[src/rtl/pwm_pkg.sv]
package pwm_pkg;

    localparam int WORD_W  = 3;   // word index inside one channel bank
    localparam int PRE_W   = 8;
    localparam int MOD_W   = 8;
    localparam int DUTY_W  = 16;
    localparam int DATA_W  = 16;  // bus width = widest field

    typedef enum logic [WORD_W-1:0] {
        RW_PRESCALE = 3'd0,
        RW_MODULUS  = 3'd1,
        RW_DUTY     = 3'd2,
        RW_ENABLE   = 3'd6
    } reg_word_e;

    typedef struct packed {
        logic [PRE_W-1:0]  pre;
        logic [MOD_W-1:0]  mod;
        logic [DUTY_W-1:0] duty;
    } pwm_cfg_t;

    function automatic logic word_mapped(input logic [WORD_W-1:0] w);
        case (reg_word_e'(w))
            RW_PRESCALE, RW_MODULUS, RW_DUTY, RW_ENABLE: return 1'b1;
            default: return 1'b0;
        endcase
    endfunction

    function automatic logic [DATA_W-1:0] read_word(
        input logic [WORD_W-1:0] w,
        input logic [PRE_W-1:0]  pre,
        input logic [MOD_W-1:0]  mod,
        input logic [DUTY_W-1:0] duty,
        input logic              en
    );
        case (reg_word_e'(w))
            RW_PRESCALE: return DATA_W'(pre);
            RW_MODULUS:  return DATA_W'(mod);
            RW_DUTY:     return DATA_W'(duty);
            RW_ENABLE:   return DATA_W'(en);
            default:     return '0;
        endcase
    endfunction

endpackage

[src/rtl/pwm_chan_regs.sv]
module pwm_chan_regs
    import pwm_pkg::*;
(
    input  logic              clk,
    input  logic              rst,
    input  logic              wr_i,
    input  logic [WORD_W-1:0] word_i,
    input  logic [DATA_W-1:0] wdata_i,
    output logic [PRE_W-1:0]  stage_pre_o,
    output logic [MOD_W-1:0]  stage_mod_o,
    output pwm_cfg_t          cmt_o,
    output logic              commit_o,
    output logic              en_o
);

    logic [PRE_W-1:0] stage_pre;
    logic [MOD_W-1:0] stage_mod;
    pwm_cfg_t         cmt;
    logic             commit_q;
    logic             en_q;

    always_ff @(posedge clk) begin
        if (rst) begin
            stage_pre <= '0;
            stage_mod <= '0;
            cmt       <= '0;
            commit_q  <= 1'b0;
            en_q      <= 1'b0;
        end else begin
            commit_q <= 1'b0;
            if (wr_i) begin
                case (reg_word_e'(word_i))
                    RW_PRESCALE: stage_pre <= wdata_i[PRE_W-1:0];
                    RW_MODULUS:  stage_mod <= wdata_i[MOD_W-1:0];
                    RW_DUTY: begin
                        cmt.pre  <= stage_pre;
                        cmt.mod  <= stage_mod;
                        cmt.duty <= wdata_i[DUTY_W-1:0];
                        commit_q <= 1'b1;
                    end
                    RW_ENABLE:   en_q <= wdata_i[0];
                    default: ;
                endcase
            end
        end
    end

    assign stage_pre_o = stage_pre;
    assign stage_mod_o = stage_mod;
    assign cmt_o       = cmt;
    assign commit_o    = commit_q;
    assign en_o        = en_q;

    AST_STAGE_NO_COMMIT: assert property (@(posedge clk) disable iff (rst)
        (wr_i && (reg_word_e'(word_i) != RW_DUTY)) |=> ($stable(cmt) && !commit_q))
        else $error("staging write altered committed set");

endmodule

[src/rtl/pwm_chan_core.sv]
module pwm_chan_core
    import pwm_pkg::*;
(
    input  logic     clk,
    input  logic     rst,
    input  logic     en_i,
    input  pwm_cfg_t cfg_i,
    input  logic     commit_i,
    output logic     pwm_o
);

    pwm_cfg_t         act;
    logic             pend;
    logic [PRE_W-1:0] pre_cnt;
    logic [MOD_W-1:0] per_cnt;
    logic             tick;
    logic             last_step;
    logic             wrap;

    assign tick      = (pre_cnt == act.pre);
    assign last_step = (act.mod == '0) || (per_cnt == act.mod - 1'b1);
    assign wrap      = tick && last_step;

    always_ff @(posedge clk) begin
        if (rst) begin
            act     <= '0;
            pend    <= 1'b0;
            pre_cnt <= '0;
            per_cnt <= '0;
        end else if (!en_i) begin
            act     <= cfg_i;
            pend    <= 1'b0;
            pre_cnt <= '0;
            per_cnt <= '0;
        end else begin
            if (tick) begin
                pre_cnt <= '0;
                per_cnt <= last_step ? '0 : per_cnt + 1'b1;
            end else begin
                pre_cnt <= pre_cnt + 1'b1;
            end
            if (wrap) begin
                pend <= 1'b0;
                if (pend || commit_i)
                    act <= cfg_i;
            end else if (commit_i) begin
                pend <= 1'b1;
            end
        end
    end

    assign pwm_o = en_i && (act.mod != '0) && (DUTY_W'(per_cnt) < act.duty);

    AST_PERIOD_RANGE: assert property (@(posedge clk) disable iff (rst)
        (en_i && act.mod != '0) |-> (per_cnt < act.mod))
        else $error("period counter beyond modulus");

    AST_PRE_RANGE: assert property (@(posedge clk) disable iff (rst)
        en_i |-> (pre_cnt <= act.pre))
        else $error("prescale counter beyond limit");

    AST_HOLD_MIDPERIOD: assert property (@(posedge clk) disable iff (rst)
        (en_i && $past(en_i) && !$past(wrap)) |-> $stable(act))
        else $error("settings changed inside a period");

endmodule

[src/rtl/pwm_multi.sv]
module pwm_multi
    import pwm_pkg::*;
#(
    parameter  int NUM_CH = 4,
    localparam int CH_W   = $clog2(NUM_CH),
    localparam int ADDR_W = CH_W + WORD_W
) (
    input  logic              clk,
    input  logic              rst,
    input  logic              bus_wr,
    input  logic [ADDR_W-1:0] bus_addr,
    input  logic [DATA_W-1:0] bus_wdata,
    output logic [DATA_W-1:0] bus_rdata,
    output logic [NUM_CH-1:0] pwm_out
);

    logic [CH_W-1:0]   sel_ch;
    logic [WORD_W-1:0] sel_word;
    logic              ch_ok;
    logic [DATA_W-1:0] rd_words [NUM_CH];

    assign sel_ch   = bus_addr[ADDR_W-1:WORD_W];
    assign sel_word = bus_addr[WORD_W-1:0];
    assign ch_ok    = (32'(sel_ch) < 32'(NUM_CH));

    for (genvar g = 0; g < NUM_CH; g++) begin : g_ch
        logic [PRE_W-1:0] st_pre;
        logic [MOD_W-1:0] st_mod;
        pwm_cfg_t         cmt;
        logic             commit;
        logic             en;
        logic             hit;

        assign hit = bus_wr && (sel_ch == CH_W'(g));

        pwm_chan_regs u_regs (
            .clk         (clk),
            .rst         (rst),
            .wr_i        (hit),
            .word_i      (sel_word),
            .wdata_i     (bus_wdata),
            .stage_pre_o (st_pre),
            .stage_mod_o (st_mod),
            .cmt_o       (cmt),
            .commit_o    (commit),
            .en_o        (en)
        );

        pwm_chan_core u_core (
            .clk      (clk),
            .rst      (rst),
            .en_i     (en),
            .cfg_i    (cmt),
            .commit_i (commit),
            .pwm_o    (pwm_out[g])
        );

        assign rd_words[g] = read_word(sel_word, st_pre, st_mod, cmt.duty, en);

        AST_DISABLE_NOW: assert property (@(posedge clk) disable iff (rst)
            (hit && (reg_word_e'(sel_word) == RW_ENABLE) && !bus_wdata[0]) |=> !pwm_out[g])
            else $error("output not low after enable clear");
    end

    assign bus_rdata = ch_ok ? rd_words[sel_ch] : '0;

    AST_UNMAPPED_ZERO: assert property (@(posedge clk) disable iff (rst)
        !word_mapped(sel_word) |-> (bus_rdata == '0))
        else $error("unmapped word read nonzero");

endmodule

[config.mk]
export PLATFORM = sky130hd
export DESIGN_NAME = pwm_multi
export DESIGN_NICKNAME = d
export VERILOG_FILES = /design/src/rtl/pwm_pkg.sv /design/src/rtl/pwm_chan_regs.sv /design/src/rtl/pwm_chan_core.sv /design/src/rtl/pwm_multi.sv
export SDC_FILE = /design/constraint.sdc
export NUM_CORES = 1
export LEC_CHECK = 0
export BUFFER_PORTS_ARGS = -buffer_cell sky130_fd_sc_hd__buf_2
export CORE_ASPECT_RATIO = 1.4
export CORE_UTILIZATION = 60
export CTS_CLUSTER_SIZE = 40
export DETAILED_ROUTE_END_ITERATION = 8
export GPL_TIMING_DRIVEN = 0
export PLACE_DENSITY = 0.84
export SETUP_SLACK_MARGIN = 0.4
export SLEW_MARGIN = 40
export SYNTH_ARGS = -nofsm -noshare
export SYNTH_HDL_FRONTEND = slang
export SYNTH_SLANG_ARGS = --single-unit
[constraint.sdc]
create_clock -name clk -period 4.7 [get_ports clk]
set_input_delay 1.41 -clock clk [delete_from_list [all_inputs] [get_ports clk]]
set_output_delay 1.41 -clock clk [all_outputs]
set_load 0.005 [all_outputs]
== Word-level counts from Yosys, hierarchy flattened ==
Index checks and enable logic that the tools add are counted.
Storage, ports and cells
  flip-flop bits (word level): 396
  output and inout bits: 20
Cells by class
  add/subtract/negate cells: 12
  $lt $le $gt $ge: 5
  equality and inequality tests: 22
  multiplexer cells: 24
  bitwise logic cells: 9
  reductions and logical operators: 70
Operator list (number)
  $mux W32: 12
  $pmux W16 S4: 4
  $add A8 B1 Y8 const B: 8
  $eq A8 B8 Y1: 8
  $lt A8 B16 Y1: 4
  $reduce_and A2 Y1: 20
  $bmux W16 S2: 1
  $logic_not A8 Y1: 4
  $mux W16: 2
  $mux W8: 4
  $reduce_bool A8 Y1: 4
  $sub A8 B1 Y8 const B: 4
  $reduce_or A3 Y1: 8
  $logic_and A1 B1 Y1: 16
  $ne A2 B1 Y1 const B: 8
  $reduce_or A2 Y1: 8
  $logic_or A1 B1 Y1: 8
  $not A1 Y1: 8
  $eq A2 B2 Y1 const B: 2
  $eq A3 B1 Y1 const B: 1
  $eq A3 B2 Y1 const B: 1
  $eq A3 B3 Y1 const B: 1
  $ge A3 B3 Y1 const B: 1
  $logic_not A3 Y1: 1
  other kinds (4): 4

== Depth between registers and ports, before layout ==
  depth after elaboration: 6
  mapped depth: 10
  gate-level depth less buffers: 9

== Modules after synthesis ==
A second synthesis with hierarchy kept.
Second synthesis, totals
  cell total of the unflattened synthesis: 2123
  area, all modules: 19939.1 sq um
Modules (own cells, without submodules)
  pwm_chan_core: times used 4, cells each 301, area an instance 2578.7 sq um
  pwm_chan_regs: times used 4, cells each 184, area an instance 2043.2 sq um
  pwm_multi: times used 1, cells each 183, area an instance 1451.4 sq um

== Least setup slack after synthesis ==
OpenSTA, ideal clock, no wires.
  path type: input port to output port
  start: in bus_addr[0]
  end: out bus_rdata[1]
  data arrival time: 2.944 ns
  data required time: 3.290 ns
  slack: 0.346 ns
  cell stages on the path: 7
  buffers on the path: 3
  cell sequence: buf_2 > nor2b_1 > clkbuf_1 > clkbuf_1 > a21oi_1 > mux4_2 > nor2_1
Between the ends
  cells in the longest elaborated chain, start to end: 5
  elaborated cells between the ends (all ways): 11
  classes of those cells: eq/ne (3); mux (7); reduce/logical (1)
Ends and longest elaborated chain
  start: declaration: RTL line pwm_multi.sv:11  | input logic [ADDR_W-1:0] bus_addr,
  $eq A3 B3 Y1 (tied with other cells): RTL line pwm_pkg.sv:36  | case (reg_word_e'(w))
  $pmux W16 S4: RTL line pwm_pkg.sv:36
  $bmux W16 S2 *: RTL line pwm_multi.sv:65  | assign bus_rdata = ch_ok ? rd_words[sel_ch] : '0;
  $mux W16 (implied by the code) * (2 in series): RTL line pwm_multi.sv:65
  end: declaration: RTL line pwm_multi.sv:13  | output logic [DATA_W-1:0] bus_rdata,
Mark *: on every way between the ends. The rest lies on a longest branch, timed or not. The select of a mux whose other input is x is not followed.

== Worst setup path after layout ==
  start: in bus_addr[0]
  end: out bus_rdata[4]
The elaborated chain is that of the path after synthesis.

==> flow_summary.toml <==
[placed_design]
dp_cells = 2437
place.detailed.hpwl_um = 35100
gp_congestion = 0.989
placement.io_buffers = 39

[detailed_routing]
ant_nets = 0
drt_pre_antenna_iters = 6
avgViaCountPerCell = 5.98
wl_per_cell_um = 19.7
vias = 15100
drt_iter0_markers = 1355
routed_wl_um = 49500
drcViolationCount = 0

[setup_path]
required_ps = 3290
critPathKind = "in2out"
start_kind = "input pin"
crit_path_end_kind = "primary output"
cp_max_fo = 8
critical_path_arrival_ps = 2890

[synth]
yosysTopAreaCellShare_pct = 45.1
synthTopCellsByArea = "dfxtp_1 45%, mux2i_1 11%, nand2_1 7.0%"
synth_ff_type = "dfxtp_1"
synth.most_common_cell = "dfxtp_1"
synth_edf_count = 0
syn-instance-count = 2023
syn-num-nets = 2091
synth.yosys.seq_area_share_pct = 45.1
ys_types = 62
synthesis.area_um2 = 17600
netlist_top_cells_count = "396 x dfxtp_1, 328 x nand2_1, 307 x nor2_1, 204 x a21oi_1, 202 x mux2i_1"
synth_seq_cells = 396
synthArstFlopShare_pct = 0
synth_warnings = 0
yosysTopAreaCell = "dfxtp_1"
syn_area_per_cell_um2 = 8.69

[pwr]
cellPowerDensity_nw_per_um2 = 341
power.total_mw = 6.78
ir_worst_vdd_mv = 0.260
leakage_nw = 7.39

[status]
status = "complete, no violations"

[grt]
grt_usage_pct = 33.0
antenna_found_initial = 2
grt_pass1_wl_um = 77300
grt_max_degree = 17
grt_pass1_vias = 14700
grt_overflow = 0

[sta]
setup_viol = 0
finClkSkew_ps = 17.5
hold_violations = 0
rsz0062_at_grt = "no"
worst_pin_slew_ps = 937
period_share_pct = 91.6
relSlewSlack_pct = 37.5
maxSlewViolCount = 0
holdWs_ps = 454
fin_crit_ps = 4300
fmax_ghz = 0.232

[floorplan]
coreArea_um2 = 28600
dieArea_um2 = 30000
ios = 44
dieWidth_um = 147
rows = 73
initial_core_util_pct = 61.5
die_h_um = 205

[cells_and_area]
n_fill_cell = 2085
finish.utilization_pct = 69.7
instances_no_fill = 2518
drive_gt1_share_pct = 9.90
synthToLayoutAreaGrowth_pct = 13.2
final_nets = 2180

[hold_path]
hp-class = "reg2reg"

[clocking]
clk_pin_slew_ps = 60
cts.sinks = 396
clkLatencyLatePin_ps = 550
cts_buffers = 39
holdBufCountCts = 0
cts_buffer_depth = 3
cts_tree = "yes"
clock-root-buffer = "clkbuf_16"
htree_levels = 2

[run]
maxCapViolCount = 0
-- final timing paths --
kind	cells past startpoint	from	to	slack, ps
min	2	g_ch[1].u_regs.cmt_o[30]	g_ch[1].u_regs.cmt_o[30]	450
min reg2reg	2	g_ch[1].u_regs.cmt_o[30]	g_ch[1].u_regs.cmt_o[30]	450
max	8	bus_addr[0]	bus_rdata[4]	400
max reg2reg	10	g_ch[0].u_core.act[16]	g_ch[0].u_core.act[31]	2010
-- layout by cell type, fill, tap and decap left out, types with 4 or more instances in the layout --
cell,Yosys,routed
dfxtp_1,396,396
a21oi_2,0,10
nand3b_1,5,5
mux4_2,16,16
nand4_1,15,15
buf_2,20,56
clkinv_2,0,9
clkbuf_16,0,43
nor4_1,14,13
and3_1,18,18
a31oi_1,4,4
buf_6,3,7
o21ai_1,5,4
clkbuf_1,81,79
buf_4,10,16
clkbuf_8,0,7
nor2_4,0,7
nor2_1,307,298
ha_1,44,44
xor2_1,68,68
o21ai_0,14,14
nand3_1,61,61
inv_1,44,44
buf_8,0,6
nor3b_1,4,4
xnor2_1,54,54
and2_1,22,22
nand2_1,328,328
a21oi_1,204,194
mux2i_1,202,202
nor3_1,13,13
a21o_1,8,8
nand2b_1,6,6
nor2b_1,8,5
-- area by class of cell --
type / count / area (µm²) / area share (%)
timing repair buffer: 48 / 314 / 1.58
clock inverter: 17 / 155 / 0.779
tap: 375 / 469 / 2.36
sequential: 396 / 7930 / 39.8
inverter: 45 / 169 / 0.848
buffer: 118 / 663 / 3.33
multi-input combinational: 1464 / 9090 / 45.6
antenna: 1 / 2.50 / 0.0126
clock buffer: 54 / 1120 / 5.65
-- per-stage QoR --
stage	setup TNS (ps)	instance area, µm²	setup WS (ps)
3_3_place_gp	-2510	18300	-309
6_report	0	19900	395
2_1_floorplan	0	17600	409
5_1_grt	0	19900	359
4_1_cts	0	19700	361
3_5_place_dp	-2140	18300	-300
-- report_power, final --
group          switching, mW  internal (mW)  total, mW  leakage, nW
combinational          0.181         0.0743      0.255         3.57
clock                   1.35           1.80       3.15        0.631
sequential            0.0111           3.37       3.38         3.19
total                   1.54           5.24       6.78         7.39
-- metal layers --
layer  global-route usage, %  share of wire [%]
met1                    38.1                 37
met2                    56.9                 48
met3                    5.88                8.5
met4                    19.6                6.0
met5                       0              0.042
-- cell families after synthesis --
family	Yosys count	share of synthesized area [%]
xor gates and xnor gates	122	6.08
adders and majority gates	44	3.13
AOI/OAI and AO/OA	265	8.48
DFF	396	45.1
and+or+nand+nor	815	19.7
buffers and inverters	163	3.96
muxes	218	13.5
-- sequential cells by signal (all words and copies together) (netlist names), 32 cells and up --
register	cells
g_ch.u_regs.stage_pre_o	32
g_ch.u_core.pre_cnt	32
g_ch.u_regs.stage_mod_o	32
g_ch.u_core.act	128
g_ch.u_core.per_cnt	32
g_ch.u_regs.cmt_o	128
-- critical path, cell delays in order --
cell       delay, ps
buf_12           110
nor2b_4          160
buf_8            160
clkbuf_16        160
a21oi_2           80
mux4_2           500
nor2_4           160
buf_2            140
-- what timing repair did --
action,CTS,global route
setup buffers,3,4
pin swaps,2,5
gates resized for setup,47,33
setup endpoints to repair,16,9
gates cloned,0,2
Power figures use the tool's default switching activity.
